## config.mk

```make
export PLATFORM = sky130hd
export DESIGN_NAME = greedy_conv
export DESIGN_NICKNAME = d
export VERILOG_FILES = /design/src/rtl/greedy_conv.sv
export SDC_FILE = /design/constraint.sdc
export NUM_CORES = 1
export LEC_CHECK = 0
export ABC_AREA = 1
export BUFFER_PORTS_ARGS = -buffer_cell sky130_fd_sc_hd__buf_2
export CORE_ASPECT_RATIO = 1.2
export CORE_UTILIZATION = 60
export CTS_BUF_LIST = sky130_fd_sc_hd__clkbuf_16
export CTS_CLUSTER_DIAMETER = 50
export DETAILED_ROUTE_END_ITERATION = 16
export GPL_TIMING_DRIVEN = 0
export PLACE_DENSITY = 0.85
export SYNTH_ARGS = -nofsm -noshare
export SYNTH_HDL_FRONTEND = slang
export SYNTH_SLANG_ARGS = --single-unit
```

## constraint.sdc

```tcl
create_clock -name clk -period 5.62 [get_ports clk]
set_input_delay 0.562 -clock clk [delete_from_list [all_inputs] [get_ports clk]]
set_output_delay 0.562 -clock clk [all_outputs]
set_load 0.005 [all_outputs]
```

## src/rtl/greedy_conv.sv

```systemverilog
module greedy_conv #(
  parameter int W  = 32,
  parameter int AW = 16
) (
  input  logic          clk,
  input  logic          rst_n,
  input  logic          start,
  input  logic          abort,
  input  logic [W-1:0]  operand,
  input  logic [AW-1:0] base_addr,
  output logic          rd_req,
  output logic [AW-1:0] rd_addr,
  input  logic          rd_valid,
  input  logic [W-1:0]  rd_data,
  output logic          busy,
  output logic          done,
  output logic [W-1:0]  remainder,
  output logic [W-1:0]  code,
  output logic [1:0]    cc
);
  localparam int NW = $clog2(W);
  localparam logic [NW-1:0] LAST = NW'(W - 1);

  typedef enum logic [1:0] {IDLE, REQ, WAIT} state_t;
  state_t state;

  logic [W-1:0]  acc, mask;
  logic [NW-1:0] idx;
  logic [AW-1:0] base_q;

  wire          take    = rd_data <= acc;
  wire [W-1:0]  sel_bit = W'(1) << (LAST - idx);
  wire [W-1:0]  acc_nx  = take ? acc + (~rd_data + W'(1)) : acc;
  wire [W-1:0]  mask_nx = take ? (mask | sel_bit) : mask;
  wire          step    = (state == WAIT) && rd_valid;
  wire          finish  = step && (idx == LAST);

  assign rd_req  = (state == REQ);
  assign rd_addr = base_q + AW'(idx);
  assign busy    = (state != IDLE);

  always_ff @(posedge clk) begin
    if (!rst_n) begin
      state     <= IDLE;
      acc       <= '0;
      mask      <= '0;
      idx       <= '0;
      base_q    <= '0;
      done      <= 1'b0;
      remainder <= '0;
      code      <= '0;
      cc        <= 2'b00;
    end else begin
      done <= 1'b0;
      case (state)
        IDLE: if (start) begin
          acc    <= operand;
          mask   <= '0;
          idx    <= '0;
          base_q <= base_addr;
          state  <= REQ;
        end
        REQ: state <= abort ? IDLE : WAIT;
        WAIT: if (abort) begin
          state <= IDLE;
        end else if (step) begin
          acc  <= acc_nx;
          mask <= mask_nx;
          if (finish) begin
            state     <= IDLE;
            done      <= 1'b1;
            remainder <= acc_nx;
            code      <= mask_nx;
            cc        <= (mask_nx == '0) ? 2'b00 : (mask_nx[W-1] ? 2'b01 : 2'b10);
          end else begin
            idx   <= idx + NW'(1);
            state <= REQ;
          end
        end
        default: state <= IDLE;
      endcase
    end
  end
endmodule

```

---- Yosys cells after proc, flatten, opt, wreduce, memory -nomap -nowiden ----
Index checks and enable logic that the tools add are counted.
word-level totals
  bits in registers ....................... 154
  input port bits ......................... 85
  output and inout bits ................... 85
  logic and storage cells ................. 66
cells by class
  add/subtract/negate cells ............... 5
  magnitude comparators ................... 1
  eq/ne operators ......................... 8
  shifts and indexed selects .............. 1
  mux-type cells .......................... 24
  bitwise gates (word level) .............. 6
  reduce and logical (&&, ||, !) cells .... 12
operators by type and width
  cell                                                                number
  32-bit two-way mux                                                  8
  32-bit case mux with 2 select lines                                 2
  32-bit by 1-bit adder with 32-bit output, second input constant     1
  32-bit adder                                                        1
  32-bit less-or-equal comparator                                     1
  32-bit logical NOT                                                  1
  32-bit NOT                                                          1
  32-bit OR                                                           1
  1-bit by 5-bit left shift with 32-bit output, first input constant  1
  5-bit two-way mux                                                   4
  16-bit by 5-bit adder with 16-bit output                            1
  2-bit two-way mux                                                   6
  5-bit case mux with 2 select lines                                  1
  2-bit != test, second input constant                                4
  4-bit AND reduction                                                 2
  2-bit case mux with 3 select lines                                  1
  5-bit by 1-bit adder with 5-bit output, second input constant       1
  5-bit equality test, second input constant                          1
  5-bit AND reduction                                                 1
  5-bit subtractor, first input constant                              1
  1-bit NOT                                                           4
  2-bit AND reduction                                                 2
  2-bit nonzero test                                                  2
  4-bit OR reduction                                                  1
  other kinds (6)                                                     8

---- Logic depth before layout (Yosys ltp) ----
Gate-level depths: netlist of the first run.
  depth in word-level cells ............... 7
  depth in mapped cells ................... 23
  mapped depth without buffers ............ 23

---- Worst setup path after synthesis of the first run ----
No wires, ideal clock.
  kind .................................... flip-flop to output port
  start ................................... register idx[0]
  end ..................................... output rd_addr[14]
  arrival time ............................ 2067 ps
  required time ........................... 5058 ps
  path slack .............................. 2991 ps
  cell stages (with the launch flop) ...... 14
  buffers on the path ..................... 0
  cells stage by stage .................... dfxtp_1 > ha_1 > inv_1 > fa_1 > nor2_1 > a211oi_1 > nor2_1 > o21ai_0 > nand3b_1 > nor2_1 > nand2_1 > nor2_1 > nand2_1 > xnor2_1
on the way
  word-level cells in the longest chain between the ends .. 1
ends and longest elaborated chain
  what                                      line  source
  start: declaration                        28    logic [NW-1:0] idx;
  start signal: assignment                  76    idx <= idx + NW'(1);
  16-bit by 5-bit adder with 16-bit output  39    assign rd_addr = base_q + AW'(idx);
  end: declaration                          12    output logic [AW-1:0] rd_addr,
No other way between the ends.

---- Worst setup path in the final report of the first run ----
Same ends and word-level chain as after synthesis.

==> results of run 1 <==
==> per-stage QoR <==
stage / worst slack, ps / util / hold WS (ps) / std cells
after floorplan: 2990 / - / 452 / 1371
after global placement: 2570 / 0.686 / 452 / 1748
after detailed placement: 2520 / 0.686 / 457 / 1748
after CTS: 2060 / 0.723 / 349 / 1779
after global routing: 1780 / 0.723 / 357 / 1779
final: 1980 / 0.723 / 348 / 1779
==> registers in the layout (all words and copies together) (netlist names) <==
register   flops
acc           32
base_q        16
cc             2
code          32
done           1
idx            5
mask          32
remainder     32
state          2
==> worst paths after layout <==
check | depth (start not counted) | start | slack (ps) | endpoint
min reg2reg | 2 | cc[0]$_SDFFE_PN0P_ | 460 | cc[0]$_SDFFE_PN0P_
max reg2reg | 14 | acc[0]$_SDFFE_PN0P_ | 2760 | acc[28]$_SDFFE_PN0P_
max | 14 | idx[0]$_SDFFE_PN0P_ | 1980 | rd_addr[14]
min | 3 | base_addr[6] | 350 | base_q[6]$_SDFFE_PN0P_
==> where the power goes <==
part / switching (mW) / internal, mW
Clock: 0.458 / 0.689
Sequential: 0.0493 / 1.14
Combinational: 0.590 / 0.295
==> kinds of logic (layout without fill, tap and decap cells) <==
group | after synthesis | count (layout)
AOI/OAI and AO/OA | 348 | 348
xor gates and xnor gates | 39 | 39
adders and majority gates | 77 | 77
buffers and inverters | 234 | 434
DFF | 154 | 154
and+or+nand+nor | 519 | 519
==> cell usage after synthesis, types with 30 or more instances <==
| master | instances |
|---|---|
| nand2_1 | 250 |
| inv_1 | 157 |
| dfxtp_1 | 154 |
| nor2_1 | 127 |
| a21oi_1 | 103 |
| o21ai_0 | 103 |
| nand3_1 | 94 |
| ha_1 | 75 |
| clkbuf_1 | 47 |
| a211oi_1 | 36 |
| o211ai_1 | 33 |
| a21oi_2 | 30 |
==> critical path, cell delays in order, from the launching register on <==
cell and delay [ps]:
dfxtp_1 430, ha_1 210, inv_1 60, fa_1 400, nor2_1 150, a211oi_1 90
nor2_1 130, o21ai_0 150, nand3b_1 240, nor2_1 110, nand2_1 90, nor2_1 180
nand2_1 90, xnor2_1 190, buf_2 150
==> cell usage in the layout (no fill, tap or decap), types with 17 or more instances in the layout <==
cell type	Yosys	routed
a21oi_1	103	103
inv_1	157	158
clkbuf_1	47	47
o21ai_0	103	103
clkbuf_16	0	17
xor2_1	22	22
nor2_1	127	127
dfxtp_1	154	154
nor3_1	20	20
o211ai_1	33	33
o21ai_1	18	18
buf_2	6	175
xnor2_1	17	17
ha_1	75	75
nand2_1	250	250
a21oi_2	30	30
nand3_1	94	94
a211oi_1	36	36
==> cell type report <==
class                           instances  area share
Clock inverter                         14      0.0137
Timing Repair Buffer                  169      0.0748
Multi-Input combinational cell        983       0.496
Clock buffer                           17      0.0376
Sequential cell                       154       0.273
Tap cell                              208      0.0230
Inverter                              167      0.0555
Buffer                                 67      0.0266
==> routing by layer <==
layer  share of wire  up-vias  wire [um]  GRT usage
met5               0        -          0          0
met4           0.043        0       1290      0.178
met3           0.066       84       1980     0.0672
met2            0.48      402      14300      0.623
met1            0.41     4764      12300      0.441
li1                -     4933          -          -
==> impl_results.md, run 1 <==
- Setup_tns: 0 ps
- Clock Skews: about 12 ps
- Crit path DAT: 3080 ps
- Crit path time final: approximately 3600 ps
- DR iter-0 viols: slightly above 800
- GRT Residual Overflow: 0
- Syn nets: roughly 1500
- Vias: about 10000
- Post-route cell area: around 11000 um2
- HP Class: input port to flip-flop
- Initial Util: 0.615
- # IOs: 170
- DRC errors left: 0
- Mux cell area share after synthesis: 0
- CTS resizes: 0
- Reg clk slew, reported paths: 60 ps
- Number of H-tree levels: 4
- Mean area per synthesized cell: 7.01 um2
- Drt wl/cell: 16.8 um
- Post-Syn Instances: 1371
- Core box area: 15600 um2
- Yosys warns: 0
- Layout area overhead: 17.5%
- Post-DP Area: 10700 um2
- FMAX: around 0.27 GHz
- Top-area cell type share of the netlist area: 0.321
- Routed WL: 29900 um
- Power Dens Cells: roughly 280 nW/um2
- Top cells by area, synth: dfxtp_1, ha_1, nand2_1
- Startpoint Class: flip-flop
- TritonCTS clock tree: built
- GRT Total Usage: 0.365
- Max-slew violations: 0
- Reg area: about 3000 um2
- Vias in the first global route: approximately 9800
- Lkg Pwr: 5.20 nW
- Router iterations before antenna repair: 5
- Post-Synth Simple-Gate Area: 0.228
- HPWL reported at the end of detailed placement: about 23000 um
- CTS sink cnt: between 150 and 200
- Count of hold buffers inserted by post-cts repair: 0
- # diodes: 0
- Synthesized flop and latch total: roughly 150
- Clock tree root driver cell: clkbuf_16
- Fin nets: about 1700
- Adder-Cell Fraction of Synth Area: 0.102
- Compound-Gate Fraction of Synth Area: 0.218
- Worst EP required: around 5100 ps
- Post-Syn Area: about 9600 um2
- CP max FO: 5
- Asr flop ratio synth: 0
- Max Cap Viol: 0
- Routability cong.: 0.977
- # fillers: ~1300
- First-pass GRT wire length: between 40000 and 50000 um
- Max rail drop VDD: 0.244 mV
- Chip height: approximately 140 um
- Post-Synth XOR/XNOR Area: 0.0355
- Vias per Instance: 5.72
- RSZ-0062 raised after global routing: no
- Largest net degree at the start of global routing: 17
- Setup CP Type: flip-flop to output pin
- DIE AREA: around 17000 um2
- Ratio of cells with drive above 1 in the final layout: 0.166
- Clock Path Buffers: 2
- Slew HR: 0.503
- Tcrit/Tclk final: 0.648
- Port Buffers: 169
- Total power: between 3 and 4 mW
- Die width: 118 um
- Setup Buffers After CTS: 0
- Yosys cell types: 40
- Hold Vio Cnt, Final: 0
- Final Setup Violations: 0
- Area leader, netlist: dfxtp_1
- Largest family of logic cells by synthesized area: simple AND/OR/NAND/NOR gates
- Post-route ant nets: 0
- Skew-Pair Late Insertion Delay: approximately 440 ps
- Footprint of the multi-input gates: around 5600 um2
- Tightest Pin Transition: around 750 ps
- Core Rows: 50
- Status: complete, no violations
- Seq/Total Area, Yosys: 0.321
- Critical Path End Type: output pin
- CTS buffer count: 17
- Dominant synthesized flop cell: dfxtp_1
- EDFF count, synth: 0
- Initial antenna violation count: 0
No activity file was read; power rests on OpenSTA's default activity.
==> run 2: changes to the inputs <==
==> config.mk (replaced) <==
export PLATFORM = sky130hd
export DESIGN_NAME = greedy_conv
export DESIGN_NICKNAME = d
export VERILOG_FILES = /design/src/rtl/greedy_conv.sv
export SDC_FILE = /design/constraint.sdc
export NUM_CORES = 1
export LEC_CHECK = 0
export ABC_AREA = 0
export BUFFER_PORTS_ARGS = -buffer_cell sky130_fd_sc_hd__buf_2
export CORE_ASPECT_RATIO = 1.2
export CORE_UTILIZATION = 57
export CTS_BUF_LIST = sky130_fd_sc_hd__clkbuf_16
export CTS_CLUSTER_DIAMETER = 50
export DETAILED_ROUTE_END_ITERATION = 16
export GPL_TIMING_DRIVEN = 0
export PLACE_DENSITY = 0.81
export SYNTH_ARGS = -nofsm -noshare
export SYNTH_HDL_FRONTEND = slang
export SYNTH_SLANG_ARGS = --single-unit
==> constraint.sdc (replaced) <==
create_clock -name clk -period 3.5 [get_ports clk]
set_input_delay 0.35 -clock clk [delete_from_list [all_inputs] [get_ports clk]]
set_output_delay 0.35 -clock clk [all_outputs]
set_load 0.005 [all_outputs]
==> impl_results.md, run 2 <==
- Status: complete, no violations
- Initial Util: 0.582 (-0.0331)
- Top-area cell type share of the netlist area: 0.314 (-0.00614)
- Critical Path End Type: flip-flop
- Hold Vio Cnt, Final: 0 (unchanged)
- Chip height: 146 um (+3.5%)
- Count of hold buffers inserted by post-cts repair: 0 (unchanged)
- Post-Syn Area: 9800 um2 (+2.0%)
- Post-route ant nets: 0 (unchanged)
- FMAX: 0.299 GHz
- Startpoint Class: flip-flop
- Number of H-tree levels: 4 (unchanged)
- Commonest non-fill, non-tap cell in the layout: buf_2
- Setup CP Type: flip-flop to flip-flop
- Layout Cells excl Fill: 1675 (-5.8%)
- Placed cells: 1643 (-6.0%)
- Fin nets: 1608 (-6.6%)
- Tightest Pin Transition: 857 ps (+112 ps)
- TritonCTS clock tree: built
- Clock power share: 0.389 (+0.033)
- Met2 Track Usage GR: 0.596 (-0.0275)
- Vias in the first global route: 9950 (+1.2%)
- First-pass GRT wire length: 53200 um (+11%)
- Drt wl/cell: 20.5 um (+22%)
- HP Class: input port to flip-flop
- CTS sink cnt: 154 (unchanged)
- Reg area: 3080 um2 (unchanged)
- GRT Residual Overflow: 0 (unchanged)
- Post-Syn Instances: 1258 (-8.2%)
- Critical Path End: remainder[28]$_SDFFE_PN0P_
- Int Pwr: 3.13 mW (+48%)
- Count leader, synth: dfxtp_1
- Routed WL: 34400 um (+15%)
- RSZ-0062 raised after global routing: no
- Max rail drop VDD: 0.366 mV (+50%)
- EDFF count, synth: 0 (unchanged)
- Vias per Instance: 6.42 (+12%)
- Net Switching: 1.68 mW (+53%)
- Layout area overhead: 17.4% (about the same)
- Clock Skews: 10.0 ps (-2.37 ps)
- Asr flop ratio synth: 0 (unchanged)
- Syn nets: 1420 (-7.4%)
- Reg clk slew, reported paths: 70 ps (about the same)
- Initial antenna violation count: 0 (unchanged)
- Largest net degree at the start of global routing: 19 (+2)
- Worst EP required: 3860 ps (-1200 ps)
- GRT Total Usage: 0.392 (+0.0273)
- Setup_tns: 0 ps (unchanged)
- Reg-to-reg endpoint: remainder[28]$_SDFFE_PN0P_
- # IOs: 170 (unchanged)
- Post-synth top cells: dfxtp_1, a21oi_1, nand2_1
- Router iterations before antenna repair: 6 (+1)
- Top cells by area, synth: dfxtp_1, ha_1, a21oi_1
- Area leader, netlist: dfxtp_1
- Post-route cell area: 11500 um2 (+1.9%)
- CP max FO: 10 (+5)
- Power Dens Cells: 418 nW/um2 (+47%)
- Grt met1 use: 0.501 (+0.0601)
- Crit path time final: between 3000 and 4000 ps
- Seq/Total Area, Yosys: 0.314 (-0.00614)
- DRC errors left: 0 (unchanged)
- Slew HR: 0.428 (-0.0745)
- Leading cell types in the layout, fill and taps excluded: buf_2, dfxtp_1, a21oi_1
- Mean area per synthesized cell: 7.79 um2 (+11%)
- Crit path from: idx[3]$_SDFFE_PN0P_
- Vias: 10800 (+5.7%)
- CTS buffer count: 17 (unchanged)
- # fillers: 1467 (+11%)
- Tcrit/Tclk final: 0.957
- GRT busiest layer: met2
- Clock Path Buffers: 2 (unchanged)
- Switching Share: 0.348 (+0.00766)
- Core box area: 16900 um2 (+7.7%)
- Seq pwr share: 0.383 (+0.014)
- Combinational power share: 0.227 (-0.048)
- Final hold slack: 112 ps (-236 ps)
- HPWL reported at the end of detailed placement: 25100 um (+8.1%)
- DR iter-0 viols: 1319 (+60%)
- Max Cap Viol: 0 (unchanged)
- Crit path DAT: 3710 ps (+630 ps)
- Post-DP Area: 10900 um2 (+1.8%)
- Skew-Pair Late Insertion Delay: 440 ps (about the same)
- Lkg Pwr: 5.09 nW (-2.1%)
- Worst reg2reg setup slack: 150 ps (-2610 ps)
- GR Util met3: 0.0835 (+0.0163)
- Clock tree root driver cell: clkbuf_16
- Yosys cell types: 84 (+110%)
- Core Rows: 52 (+4.0%)
- Routability cong.: 0.989 (+1.2%)
- R2R cell count: 9 (-5)
- RR Startpoint: idx[3]$_SDFFE_PN0P_
- Port Buffers: 169 (unchanged)
- DIE AREA: 17700 um2 (+7.2%)
- Max-slew violations: 0 (unchanged)
- Die width: 122 um (+3.5%)
- Synthesized flop and latch total: 154 (unchanged)
- Yosys warns: 0 (unchanged)
- Dominant synthesized flop cell: dfxtp_1
- Ratio of cells with drive above 1 in the final layout: 0.180 (+0.0134)
- Final Setup Violations: 0 (unchanged)
- # diodes: 0 (unchanged)
- Footprint of the multi-input gates: 6010 um2 (+7.3%)
[run 2: cell count changes after synthesis, sizes merged, moves of 17 or more]
cell,change
a211oi,-22
a31oi,+42
a32oi,+19
and3,+17
inv,-82
nand2,-133
nand3,-45
nor2,-49
o211ai,-17
o21ai,-23
[run 2: cell families after synthesis]
group                      Yosys count  synth area share
DFF                                154             0.314
buffers and inverters              173            0.0722
muxes                                4           0.00434
AOI/OAI and AO/OA                  436             0.288
xor gates and xnor gates            35            0.0313
adders and majority gates           77            0.0998
and+or+nand+nor                    379             0.190
[run 2: what timing repair did]
item | CTS | global route
gates resized for setup | 0 | 1
setup buffers | 0 | 0
endpoints found under the hold margin | 0 | 0
endpoints found under the setup margin | 0 | 1
[run 2: worst max-delay path, stage by stage, from the launching register on]
cell	delay [ps]
dfxtp_1	420
clkbuf_1	350
and3_1	220
ha_1	240
and3_1	180
clkbuf_1	280
clkbuf_1	570
clkbuf_1	650
nand4_1	190
o211ai_1	150
[run 2: how the worst min path moves through the flow]
stage                     depth (start not counted)                       from                         to  slack (ps)
after floorplan                                   1                      abort      state[1]$_SDFFE_PN0P_         430
after global placement                            2     base_q[0]$_SDFFE_PN0P_     base_q[0]$_SDFFE_PN0P_         450
after detailed placement                          2  remainder[9]$_SDFFE_PN0P_  remainder[9]$_SDFFE_PN0P_         450
after CTS                                         2                      abort      state[1]$_SDFFE_PN0P_         100
after global routing                              2                      abort      state[1]$_SDFFE_PN0P_         100
final                                             2                      abort      state[1]$_SDFFE_PN0P_         110
[run 2: final cells by class]
cell class	instances	share of cell area
clock inverters	15	0.0147
repair buffers	169	0.0735
multi-input cells	931	0.522
inverters	83	0.0271
plain buffers	90	0.0344
flip-flops and latches	154	0.268
well taps	216	0.0235
clock buffers	17	0.0369
[run 2: layer usage]
| layer | part of all wire | vias to the layer above |
|---|---|---|
| met5 | 0 | - |
| met1 | 0.39 | 4956 |
| met3 | 0.11 | 175 |
| met4 | 0.065 | 0 |
| li1 | - | 4914 |
| met2 | 0.43 | 714 |
[run 2: power groups by stage]
| stage | registers, mW | clock network [mW] | logic, mW |
|---|---|---|---|
| global placement | 1.88 | 0 | 1.04 |
| global route | 1.85 | 1.95 | 1.18 |
| floorplan | 1.87 | 0 | 0.717 |
| CTS | 1.84 | 1.87 | 1.06 |
| finish | 1.84 | 1.87 | 1.09 |
| detailed placement | 1.88 | 0 | 1.05 |
[run 2: per-stage QoR]
| step | setup slack (ps) | utilization | power [mW] |
|---|---|---|---|
| 2_1_floorplan | 905 | - | 2.58 |
| 3_3_place_gp | 200 | 0.648 | 2.92 |
| 3_5_place_dp | 168 | 0.648 | 2.93 |
| 4_1_cts | 260 | 0.683 | 4.77 |
| 5_1_grt | 85.5 | 0.683 | 4.98 |
| 6_report | 151 | 0.683 | 4.81 |
